## src/rtl/pwm3_pkg.sv

```systemverilog
package pwm3_pkg;
    typedef enum logic [1:0] {S_HALT, S_UP, S_DOWN} cnt_state_t;

    localparam int unsigned NPH  = 3;
    localparam int unsigned NOUT = 2 * NPH;

    localparam logic [2:0] ADR_PER   = 3'd0;
    localparam logic [2:0] ADR_DUTY0 = 3'd1;
    localparam logic [2:0] ADR_DT    = 3'd4;
    localparam logic [2:0] ADR_MP    = 3'd5;
    localparam logic [2:0] ADR_CTRL  = 3'd6;
    localparam logic [2:0] ADR_CLR   = 3'd7;

    localparam int unsigned CTL_DBL  = 6;
    localparam int unsigned CTL_CHOP = 7;
    localparam logic [7:0]  CTL_RST  = 8'h3F;
endpackage

```

## src/rtl/pwm3_regs.sv

```systemverilog
module pwm3_regs
    import pwm3_pkg::*;
#(
    parameter int CW = 16
) (
    input  logic                     clk,
    input  logic                     rst_n,
    input  logic                     wr_en,
    input  logic [2:0]               wr_addr,
    input  logic [CW-1:0]            wr_data,
    input  logic                     ld,
    output logic [CW-1:0]            per_stg,
    output logic [CW-1:0]            per_sh,
    output logic [NPH-1:0][CW-1:0]   duty_sh,
    output logic [CW-1:0]            dt,
    output logic [CW-1:0]            mp,
    output logic [NOUT-1:0]          mask,
    output logic                     dbl,
    output logic                     chop,
    output logic                     clr
);
    logic [NPH-1:0][CW-1:0] duty_stg;
    logic [7:0]             ctrl_q;

    always_ff @(posedge clk) begin
        if (!rst_n) begin
            per_stg  <= '0;
            duty_stg <= '0;
            dt       <= '0;
            mp       <= '0;
            ctrl_q   <= CTL_RST;
        end else if (wr_en) begin
            if (wr_addr == ADR_PER)  per_stg <= wr_data;
            if (wr_addr == ADR_DT)   dt      <= wr_data;
            if (wr_addr == ADR_MP)   mp      <= wr_data;
            if (wr_addr == ADR_CTRL) ctrl_q  <= wr_data[7:0];
            for (int i = 0; i < NPH; i++) begin
                if (wr_addr == ADR_DUTY0 + 3'(i)) duty_stg[i] <= wr_data;
            end
        end
    end

    always_ff @(posedge clk) begin
        if (!rst_n) begin
            per_sh  <= '0;
            duty_sh <= '0;
        end else if (ld) begin
            per_sh  <= per_stg;
            duty_sh <= duty_stg;
        end
    end

    assign mask = ctrl_q[NOUT-1:0];
    assign dbl  = ctrl_q[CTL_DBL];
    assign chop = ctrl_q[CTL_CHOP];
    assign clr  = wr_en && (wr_addr == ADR_CLR) && wr_data[0];

    // working copies change only on a load strobe
    p_shadow_hold_r4: assert property (@(posedge clk) disable iff (!rst_n)
        !ld |=> ($stable(per_sh) && $stable(duty_sh)));
endmodule

```

## src/rtl/pwm3_cnt.sv

```systemverilog
module pwm3_cnt
    import pwm3_pkg::*;
#(
    parameter int CW  = 16,
    parameter int CHW = 2
) (
    input  logic            clk,
    input  logic            rst_n,
    input  logic [CW-1:0]   per_stg,
    input  logic [CW-1:0]   per_sh,
    input  logic            dbl,
    output logic [CW-1:0]   cnt,
    output logic [CHW-1:0]  chop_cnt,
    output cnt_state_t      st,
    output logic            ld,
    output logic            start
);
    cnt_state_t nx;
    logic       ld_start, ld_mid;

    always_comb begin
        nx       = st;
        ld_start = 1'b0;
        ld_mid   = 1'b0;
        unique case (st)
            S_HALT: if (per_stg != '0) begin
                nx       = S_UP;
                ld_start = 1'b1;
            end
            S_UP: if (cnt == per_sh - 1'b1) begin
                nx     = S_DOWN;
                ld_mid = 1'b1;
            end
            S_DOWN: if (cnt == '0) begin
                if (per_stg == '0) begin
                    nx = S_HALT;
                end else begin
                    nx       = S_UP;
                    ld_start = 1'b1;
                end
            end
            default: nx = S_HALT;
        endcase
        ld = ld_start | (ld_mid & dbl);
    end

    always_ff @(posedge clk) begin
        if (!rst_n) st <= S_HALT;
        else        st <= nx;
    end

    always_ff @(posedge clk) begin
        if (!rst_n) begin
            cnt      <= '0;
            chop_cnt <= '0;
        end else begin
            unique case (st)
                S_HALT: cnt <= '0;
                S_UP:   if (nx == S_UP) cnt <= cnt + 1'b1;
                S_DOWN: if (cnt != '0) cnt <= cnt - 1'b1;
                default: cnt <= '0;
            endcase
            chop_cnt <= ld_start ? '0 : chop_cnt + 1'b1;
        end
    end

    assign start = (st == S_UP) && (cnt == '0);

    // on the way up the count stays below the half-period
    p_cnt_bound_r1: assert property (@(posedge clk) disable iff (!rst_n)
        (st == S_UP) |-> (cnt < per_sh));
endmodule

```

## src/rtl/pwm3_leg.sv

```systemverilog
module pwm3_leg #(
    parameter int CW = 16
) (
    input  logic [CW-1:0] cnt,
    input  logic [CW-1:0] per,
    input  logic [CW-1:0] duty,
    input  logic [CW-1:0] dt,
    input  logic [CW-1:0] mp,
    output logic          hi_on,
    output logic          lo_on
);
    logic [CW-1:0] dc, rest, hw, lw;
    logic          hi_ok, lo_ok;

    always_comb begin
        dc    = (duty > per) ? per : duty;
        rest  = per - dc;
        hw    = (dc > dt) ? dc - dt : '0;
        lw    = (rest > dt) ? rest - dt : '0;
        hi_ok = (hw != '0) && (hw >= mp);
        lo_ok = (lw != '0) && (lw >= mp);
        hi_on = hi_ok && (cnt < hw);
        lo_on = lo_ok && (cnt >= per - lw);
    end
endmodule

```

## src/rtl/pwm3_trip.sv

```systemverilog
module pwm3_trip (
    input  logic clk,
    input  logic rst_n,
    input  logic trip_n,
    input  logic aux_trip_n,
    input  logic clr,
    input  logic start,
    output logic flag_q,
    output logic blank_q
);
    logic aux_d, evt;

    assign evt = !trip_n || (!aux_trip_n && !aux_d);

    always_ff @(posedge clk) begin
        if (!rst_n) begin
            aux_d   <= 1'b1;
            flag_q  <= 1'b0;
            blank_q <= 1'b0;
        end else begin
            aux_d <= aux_trip_n;
            if (evt)      flag_q <= 1'b1;
            else if (clr) flag_q <= 1'b0;
            if (evt)                  blank_q <= 1'b1;
            else if (start && !flag_q) blank_q <= 1'b0;
        end
    end

    // a trip pin sampled low always leaves the flag set
    p_trip_latch_r8: assert property (@(posedge clk) disable iff (!rst_n)
        !trip_n |=> flag_q);
    // one low sample of the auxiliary pin cannot set the flag
    p_aux_single_r9: assert property (@(posedge clk) disable iff (!rst_n)
        (aux_d && trip_n && !flag_q) |=> !flag_q);
    // while the flag is set the outputs stay blanked
    p_flag_blank_r8: assert property (@(posedge clk) disable iff (!rst_n)
        flag_q |-> blank_q);
endmodule

```

## src/rtl/pwm3_gen.sv

```systemverilog
module pwm3_gen
    import pwm3_pkg::*;
#(
    parameter int CW       = 16,
    parameter int CHOP_BIT = 1
) (
    input  logic          clk,
    input  logic          rst_n,
    input  logic          wr_en,
    input  logic [2:0]    wr_addr,
    input  logic [CW-1:0] wr_data,
    input  logic          pol_hi,
    input  logic          trip_n,
    input  logic          aux_trip_n,
    output logic [5:0]    gate_o,
    output logic          sync_o,
    output logic          trip_flag_o
);
    localparam int CHW = CHOP_BIT + 1;

    logic [CW-1:0]          per_stg, per_sh, dt, mp, cnt;
    logic [NPH-1:0][CW-1:0] duty_sh;
    logic [NOUT-1:0]        mask, act_d, act_q;
    logic [NPH-1:0]         hi_on, lo_on;
    logic [CHW-1:0]         chop_cnt;
    logic                   dbl, chop, clr, ld, start, run, carrier;
    logic                   flag_q, blank_q, sync_q;
    cnt_state_t             st;

    pwm3_regs #(.CW(CW)) u_regs (
        .clk(clk), .rst_n(rst_n), .wr_en(wr_en), .wr_addr(wr_addr),
        .wr_data(wr_data), .ld(ld), .per_stg(per_stg), .per_sh(per_sh),
        .duty_sh(duty_sh), .dt(dt), .mp(mp), .mask(mask), .dbl(dbl),
        .chop(chop), .clr(clr)
    );

    pwm3_cnt #(.CW(CW), .CHW(CHW)) u_cnt (
        .clk(clk), .rst_n(rst_n), .per_stg(per_stg), .per_sh(per_sh),
        .dbl(dbl), .cnt(cnt), .chop_cnt(chop_cnt), .st(st), .ld(ld),
        .start(start)
    );

    pwm3_trip u_trip (
        .clk(clk), .rst_n(rst_n), .trip_n(trip_n), .aux_trip_n(aux_trip_n),
        .clr(clr), .start(start), .flag_q(flag_q), .blank_q(blank_q)
    );

    assign run     = (st != S_HALT);
    assign carrier = !chop || !chop_cnt[CHOP_BIT];

    for (genvar p = 0; p < NPH; p++) begin : g_leg
        pwm3_leg #(.CW(CW)) u_leg (
            .cnt(cnt), .per(per_sh), .duty(duty_sh[p]), .dt(dt), .mp(mp),
            .hi_on(hi_on[p]), .lo_on(lo_on[p])
        );
        assign act_d[2*p]   = run && carrier && mask[2*p]   && hi_on[p];
        assign act_d[2*p+1] = run && carrier && mask[2*p+1] && lo_on[p];

        // the two sides of a leg are never driven together
        p_no_overlap_r2: assert property (@(posedge clk) disable iff (!rst_n)
            !(act_q[2*p] && act_q[2*p+1]));
    end

    always_ff @(posedge clk) begin
        if (!rst_n) begin
            act_q  <= '0;
            sync_q <= 1'b0;
        end else begin
            act_q  <= act_d;
            sync_q <= start;
        end
    end

    assign gate_o      = (act_q & {NOUT{trip_n && !blank_q}}) ^ {NOUT{!pol_hi}};
    assign sync_o      = sync_q;
    assign trip_flag_o = flag_q;

    // the sync pulse lasts a single clock
    p_sync_single_r1: assert property (@(posedge clk) disable iff (!rst_n)
        sync_q |=> !sync_q);
endmodule

```

## config.mk

```make
export PLATFORM = sky130hd
export DESIGN_NAME = pwm3_gen
export DESIGN_NICKNAME = d
export VERILOG_FILES = /design/src/rtl/pwm3_pkg.sv /design/src/rtl/pwm3_regs.sv /design/src/rtl/pwm3_cnt.sv /design/src/rtl/pwm3_leg.sv /design/src/rtl/pwm3_trip.sv /design/src/rtl/pwm3_gen.sv
export SDC_FILE = /design/constraint.sdc
export NUM_CORES = 1
export LEC_CHECK = 0
export BUFFER_PORTS_ARGS = -buffer_cell sky130_fd_sc_hd__buf_2
export CORE_MARGIN = 2
export CORE_UTILIZATION = 30
export DETAILED_ROUTE_END_ITERATION = 7
export GPL_TIMING_DRIVEN = 0
export PLACE_DENSITY_LB_ADDON = 0.05
export SLEW_MARGIN = 25
export SYNTH_ARGS = -nofsm -noshare
export SYNTH_HDL_FRONTEND = slang
export SYNTH_SLANG_ARGS = --single-unit
```

## constraint.sdc

```tcl
create_clock -name clk -period 28.2 [get_ports clk]
set_input_delay 2.82 -clock clk [delete_from_list [all_inputs] [get_ports clk]]
set_output_delay 2.82 -clock clk [all_outputs]
set_load 0.005 [all_outputs]
```

Yosys cells after proc, flatten, opt, wreduce, memory -nomap -nowiden
Index checks and enable logic that the tools add are counted.
W data, S select, Z words.
{"block": "op_classes", "n_eq_ne": 13, "add_sub_neg": 16, "n_mux": 27, "reduce_logical": 65, "order_cmp": 21, "bitwise": 5}
{"op": "$sub A16 B16 Y16", "n": 12}
{"op": "$mux W16", "n": 11}
{"op": "$ge A16 B16 Y1", "n": 9}
{"op": "$gt A16 B16 Y1", "n": 9}
{"op": "$reduce_bool A16 Y1", "n": 8}
{"op": "$lt A16 B16 Y1", "n": 3}
{"op": "$logic_not A16 Y1", "n": 2}
{"op": "$pmux W16 S2", "n": 1}
{"op": "$sub A16 B1 Y16 const B", "n": 2}
{"op": "$logic_and A1 B1 Y1", "n": 31}
{"op": "$add A16 B1 Y16 const B", "n": 1}
{"op": "$eq A16 B16 Y1", "n": 1}
{"op": "$reduce_and A2 Y1", "n": 8}
{"op": "$eq A3 B3 Y1 const B", "n": 4}
{"op": "$mux W1", "n": 10}
{"op": "$logic_not A1 Y1", "n": 8}
{"op": "$and A6 B6 Y6", "n": 1}
{"op": "$eq A3 B2 Y1 const B", "n": 2}
{"op": "$mux W2", "n": 3}
{"op": "$pmux W2 S3", "n": 1}
{"op": "$reduce_bool A2 Y1", "n": 3}
{"op": "$xor A6 B6 Y6", "n": 1}
{"op": "$eq A2 B1 Y1 const B", "n": 2}
{"op": "$ne A2 B1 Y1 const B", "n": 2}
{"op": "other kinds (11)", "n": 12}
{"block": "word_totals", "reg_bits": 198, "out_inout_bits": 8, "word_cells": 166, "input_bits": 25}

Depth between registers and ports, before layout
{"block": "logic_depth", "word_depth": 9, "depth_mapped": 51, "ltp_nobuf": 48}

Hierarchy
Synthesis repeated with hierarchy kept, for this count alone.
{"block": "hier_totals", "cells_unflattened": 3249, "area_unflattened_um2": 25853.5}
{"mod": "pwm3_regs", "seq_area_each_um2": 3363.2, "instances": 1, "cells_per_inst": 577, "area_per_inst_um2": 6238.5}
{"mod": "pwm3_leg (g_leg[2].u_leg)", "seq_area_each_um2": 0.0, "instances": 1, "cells_per_inst": 806, "area_per_inst_um2": 5805.6}
{"mod": "pwm3_leg (g_leg[0].u_leg)", "seq_area_each_um2": 0.0, "instances": 1, "cells_per_inst": 749, "area_per_inst_um2": 5604.1}
{"mod": "pwm3_leg (g_leg[1].u_leg)", "seq_area_each_um2": 0.0, "instances": 1, "cells_per_inst": 774, "area_per_inst_um2": 5516.5}
{"mod": "pwm3_cnt", "seq_area_each_um2": 400.4, "instances": 1, "cells_per_inst": 297, "area_per_inst_um2": 2200.9}
{"mod": "pwm3_gen", "seq_area_each_um2": 140.1, "instances": 1, "cells_per_inst": 36, "area_per_inst_um2": 367.9}
{"mod": "pwm3_trip", "seq_area_each_um2": 60.1, "instances": 1, "cells_per_inst": 10, "area_per_inst_um2": 120.1}

Worst setup path before layout
Ideal clock, no wire load.
{"block": "synth_path", "kind": "flip-flop to flip-flop", "from": "reg u_regs.per_sh[1]", "to": "reg act_q[5]", "path_slack_ps": 19095, "n_path_buf": 3, "t_arrival_ps": 8971, "period_less_slack_ps": 9105, "setup_time_ps": 134, "stages_incl_launch_ff": 49, "required_time_ps": 28066, "cell_sequence": "dfxtp_1 -> inv_1 -> ha_1 -> nor2b_1 -> o21a_1 -> o21ai_0 -> a211o_1 -> o21ai_0 -> a211o_1 -> nand2_1 -> clkbuf_1 -> clkbuf_1 -> a21o_1 -> ha_1 -> fa_1 -> nor2b_1 -> o21ai_0 -> a21boi_0 -> [... 13 more ...] -> ha_1 -> inv_1 -> fa_1 -> a21o_1 -> a21oi_1 -> nor2b_1 -> o21ai_0 -> a211oi_1 -> o31ai_1 -> o21bai_1 -> a21oi_1 -> xor2_1 -> ha_1 -> a21o_1 -> a211oi_1 -> o211ai_1 -> o211ai_1 -> a41oi_1"}
{"block": "synth_via", "elab_chain_len": 9, "word_cells_on_any_way": 13, "classes_between": "add/sub: 3; order compare: 4; mux: 2; reduce/logical: 4"}
{"element": "from (decl)", "line_no": "pwm3_regs.sv:13", "source": "output logic [CW-1:0] per_sh,"}
{"element": "from (signal assigned)", "line_no": "pwm3_regs.sv:48", "source": "per_sh <= per_stg;"}
{"element": "$gt A16 B16 Y1", "line_no": "pwm3_leg.sv:16", "source": "dc = (duty > per) ? per : duty;"}
{"element": "$mux W16", "line_no": "pwm3_leg.sv:16"}
{"element": "$sub A16 B16 Y16", "line_no": "pwm3_leg.sv:17", "source": "rest = per - dc;"}
{"element": "$sub A16 B16 Y16 or $gt A16 B16 Y1 (tied branches)", "line_no": "pwm3_leg.sv:19", "source": "lw = (rest > dt) ? rest - dt : '0;"}
{"element": "$mux W16", "line_no": "pwm3_leg.sv:19"}
{"element": "$sub A16 B16 Y16, or another cell as far along", "line_no": "pwm3_leg.sv:23", "source": "lo_on = lo_ok && (cnt >= per - lw);"}
{"element": "$ge A16 B16 Y1 or $logic_and A1 B1 Y1 (tied branches)", "line_no": "pwm3_leg.sv:23, pwm3_leg.sv:21"}
{"element": "$logic_and A1 B1 Y1 (*)", "line_no": "pwm3_leg.sv:23"}
{"element": "$logic_and A1 B1 Y1 (*)", "line_no": "pwm3_gen.sv:57", "source": "assign act_d[2*p+1] = run && carrier && mask[2*p+1] && lo_on[p];"}
{"element": "to (signal assigned)", "line_no": "pwm3_gen.sv:69", "source": "act_q <= act_d;"}
{"element": "to (decl)", "line_no": "pwm3_gen.sv:23", "source": "logic [NOUT-1:0] mask, act_d, act_q;"}
Every way passes the cells marked *; elsewhere a longest branch is shown, timed or not.
A chain may end at the register's enable or synchronous reset.

Worst setup path after layout
{"block": "layout_path", "from": "reg u_regs.per_sh[8]", "to": "reg act_q[3]"}
Same word-level chain as after synthesis.

==> metrics.md <==
| Metric | Value |
|---|---|
| Status | `complete, no violations` |
| CP Buf/Inv Count | `5` |
| Hold WC Path Type | `register to register` |
| Initial Util | `0.301` |
| Pwr Total | `0.00200 W` |
| Area grow syn2layout | `8.99%` |
| CTS sink cnt | `198` |
| Worst vdd ir | `0.0000532 V` |
| CP max stage cell | `dfxtp_1` |
| Vias | `23000` |
| Post-CTS setup buffer count | `0` |
| Synth Area in Compound Gates | `0.226` |
| Sum of negative setup slack | `0 ps` |
| Via/cell ratio | `5.44` |
| Async set-reset flop share out of synthesis | `0` |
| Clock buffer count from CTS | `17` |
| Vias in the first global route | `21600` |
| Pleak | `12.0 nW` |
| Mapped Nets | `3589` |
| Fin. Hold Viols | `0` |
| Die X | `285 microns` |
| Worst setup SP type | `register` |
| XOR/XNOR Fraction of Synth Area | `0.0684` |
| Worst path required time | `28530 ps` |
| WL/cell | `24.5 microns` |
| Fin. max-slew vios | `0` |
| Crit Path Class | `register to register` |
| Worst setup EP type | `register` |
| Worst path max stage delay | `980 ps` |
| Cell area after synthesis | `23700 sq um` |
| Die height | `285 microns` |
| Share of post-route cells with drive strength above 1 | `0.0423` |
| Fmax | `83.8 MHz` |
| Hold Slack | `445 ps` |
| Most frequent cells in the layout | `ha_1 (442), nand2_1 (365), a21oi_1 (332)` |
| Cts repair resizes | `0` |
| DP Worst Slack | `16400 ps` |
| Total Wirelength | `103 mm` |
| Post-DP HPWL | `83.1 mm` |
| Ys flop type | `dfxtp_1` |
| Routed Antenna Nets | `0` |
| Filler Cell Count | `8549` |
| Crit path DAT | `12270 ps` |
| Nets | `3637` |
| Slew headroom | `0.277` |
| Largest family of logic cells by synthesized area | `adder cells` |
| Tot GR Track Use | `0.250` |
| Max FO, Critical Path | `10` |
| Post-synth EDFFs | `0` |
| RSZ-0062 raised after global routing | `no` |
| Core footprint | `78600 sq um` |
| Fin crit period | `11940 ps` |
| Max Cap Viol | `0` |
| Worst skew pair latency | `500 ps` |
| Residual DRC count | `0` |
| Syn Inst Count | `3109` |
| Register area | `3980 sq um` |
| DRT iter0 DRCs | `2043` |
| Global-route wire length before repair | `148 mm` |
| Power Dens Cells | `77.5 nW/um^2` |
| CTS max path bufs | `2` |
| Final core area utilization | `0.328` |
| Avg Inst Size Synth | `7.61 sq um` |
| Synth Area in Adders | `0.245` |
| DIE AREA | `81200 sq um` |
| Port Buffers | `28` |
| Pin count of the biggest net entering global routing | `22` |
| Post-CTS Hold Buffers | `0` |
| Setup Skew | `13.7 ps` |
| Root buf cell | `clkbuf_16` |
| Clk slew on worst S/H paths | `80 ps` |
| Delay-heaviest family, CP | `compound AO/OA/AOI/OAI gates` |
| Commonest non-fill, non-tap cell in the layout | `ha_1` |
| Mux share of post-synthesis cell area | `0.0297` |
| Synth cell types | `79` |
| Final WS setup | `16260 ps` |
| TritonCTS clock tree | `built` |
| Pre-Repair DR Iteration Count | `5` |
| Final setup vio count | `0` |
| Post-synthesis simple-gate area fraction | `0.214` |
| Sequential-to-total area share from yosys stat | `0.167` |
| Initial antenna violation count | `2` |
| Critical Path Most Common Cell | `a21o_1` |
| Final period util | `0.423` |
| H-Tree Depth | `4` |
| GPL Wtd Cong | `0.930` |
| Total grt overflow | `0` |
| Area of the multi-input gates | `18500 sq um` |
| Least-Margin Pin Slew | `1080 ps` |
| Rows | `103` |
| Ports | `33` |
| Warnings, synthesis | `0` |
| Seq cells post-synth | `198` |
cell usage after synthesis, drive strengths merged (3+ instances only):
library cell | n | share of area
a2111oi | 6 | 0.0022
a211o | 16 | 0.0059
a211oi | 37 | 0.012
a21boi | 11 | 0.0035
a21o | 142 | 0.045
a21oi | 333 | 0.071
a221oi | 7 | 0.0026
a31o | 7 | 0.0026
a31oi | 24 | 0.0063
a41oi | 8 | 0.0030
and2 | 9 | 0.0024
and3 | 20 | 0.0054
and4 | 5 | 0.0018
buf | 14 | 0.0074
clkbuf | 60 | 0.0096
dfxtp | 198 | 0.17
fa | 13 | 0.011
ha | 442 | 0.23
inv | 208 | 0.033
mux2i | 69 | 0.029
nand2 | 365 | 0.058
nand2b | 66 | 0.017
nand3 | 82 | 0.017
nand3b | 9 | 0.0029
nand4 | 45 | 0.012
nand4b | 6 | 0.0022
nor2 | 260 | 0.041
nor2b | 50 | 0.013
nor3 | 59 | 0.013
nor3b | 8 | 0.0025
nor4 | 28 | 0.0083
o2111ai | 9 | 0.0033
o211ai | 20 | 0.0063
o21a | 44 | 0.014
o21ai | 114 | 0.024
o21bai | 21 | 0.0067
o22ai | 3 | 0.00079
o31a | 7 | 0.0026
o31ai | 12 | 0.0038
o41ai | 5 | 0.0018
or2 | 29 | 0.0077
or3 | 21 | 0.0056
or4 | 3 | 0.00095
xnor2 | 110 | 0.041
xor2 | 75 | 0.028
final timing paths:
path	end	slack (ps)	depth (start not counted)	startpoint
worst max-delay path	act_q[3]	16260	44	u_regs.per_sh[8]
worst min-delay path	u_cnt.chop_cnt[0]	450	1	u_cnt.chop_cnt[0]
worst max register to register	act_q[3]	16260	44	u_regs.per_sh[8]
worst min register to register	u_cnt.chop_cnt[0]	450	1	u_cnt.chop_cnt[0]
worst register-to-register path: cells and delay by family, from the launching register on:
kind            cells  cell delay, ps
compound gates     25            5700
xor+xnor            2             350
fa+ha+maj           5            1710
buf+inv             5            1970
flops               1             980
simple gates        7            1090
cells by family after synthesis:
kind of cell    after synthesis
compound gates              848
xor+xnor                    185
fa+ha+maj                   455
buf+inv                     282
flops                       198
mux                          70
simple gates               1071
where the power goes:
group          switching [W]  total (W)  leakage, nW  internal [W]
Sequential        0.00000872   0.000294         1.61      0.000286
Clock               0.000138   0.000267        0.304      0.000129
Combinational       0.000841    0.00144         10.0      0.000597
Total               0.000988    0.00200         12.0       0.00101
per-layer routing:
metal	vias to the layer above	GRT usage	share of wire
li1	11300	-	-
met1	10900	0.357	0.49
met2	655	0.392	0.43
met3	99	0.0318	0.049
met4	0	0.0712	0.027
met5	-	0	0
sequential cells by signal, summed over array words and instances (netlist names):
name and count:
u_trip.blank_q 1, u_regs.dt 16, u_regs.duty_sh 48, u_trip.aux_d 1, sync_o 1, u_cnt.chop_cnt 2
u_regs.ctrl_q 8, u_cnt.st 2, u_regs.duty_stg 48, u_regs.mp 16, act_q 6, u_cnt.cnt 16
u_regs.per_stg 16, u_trip.flag_q 1, u_regs.per_sh 16
stage by stage:
stage	cell area [sq um]	cells
after floorplan	23700	3109
after global placement	25100	4187
after detailed placement	25200	4188
after CTS	25800	4220
after global routing	25800	4220
final	25800	4221
cell type report:
cell class | instances | share of cell area
clock buffers | 17 | 0.0165
repair buffers | 29 | 0.00587
diodes | 1 | 0.0000970
clock inverters | 15 | 0.00790
inverters | 208 | 0.0303
flip-flops and latches | 198 | 0.154
well taps | 1050 | 0.0509
plain buffers | 74 | 0.0156
multi-input cells | 2629 | 0.719
No activity file was read; power rests on OpenSTA's default activity.
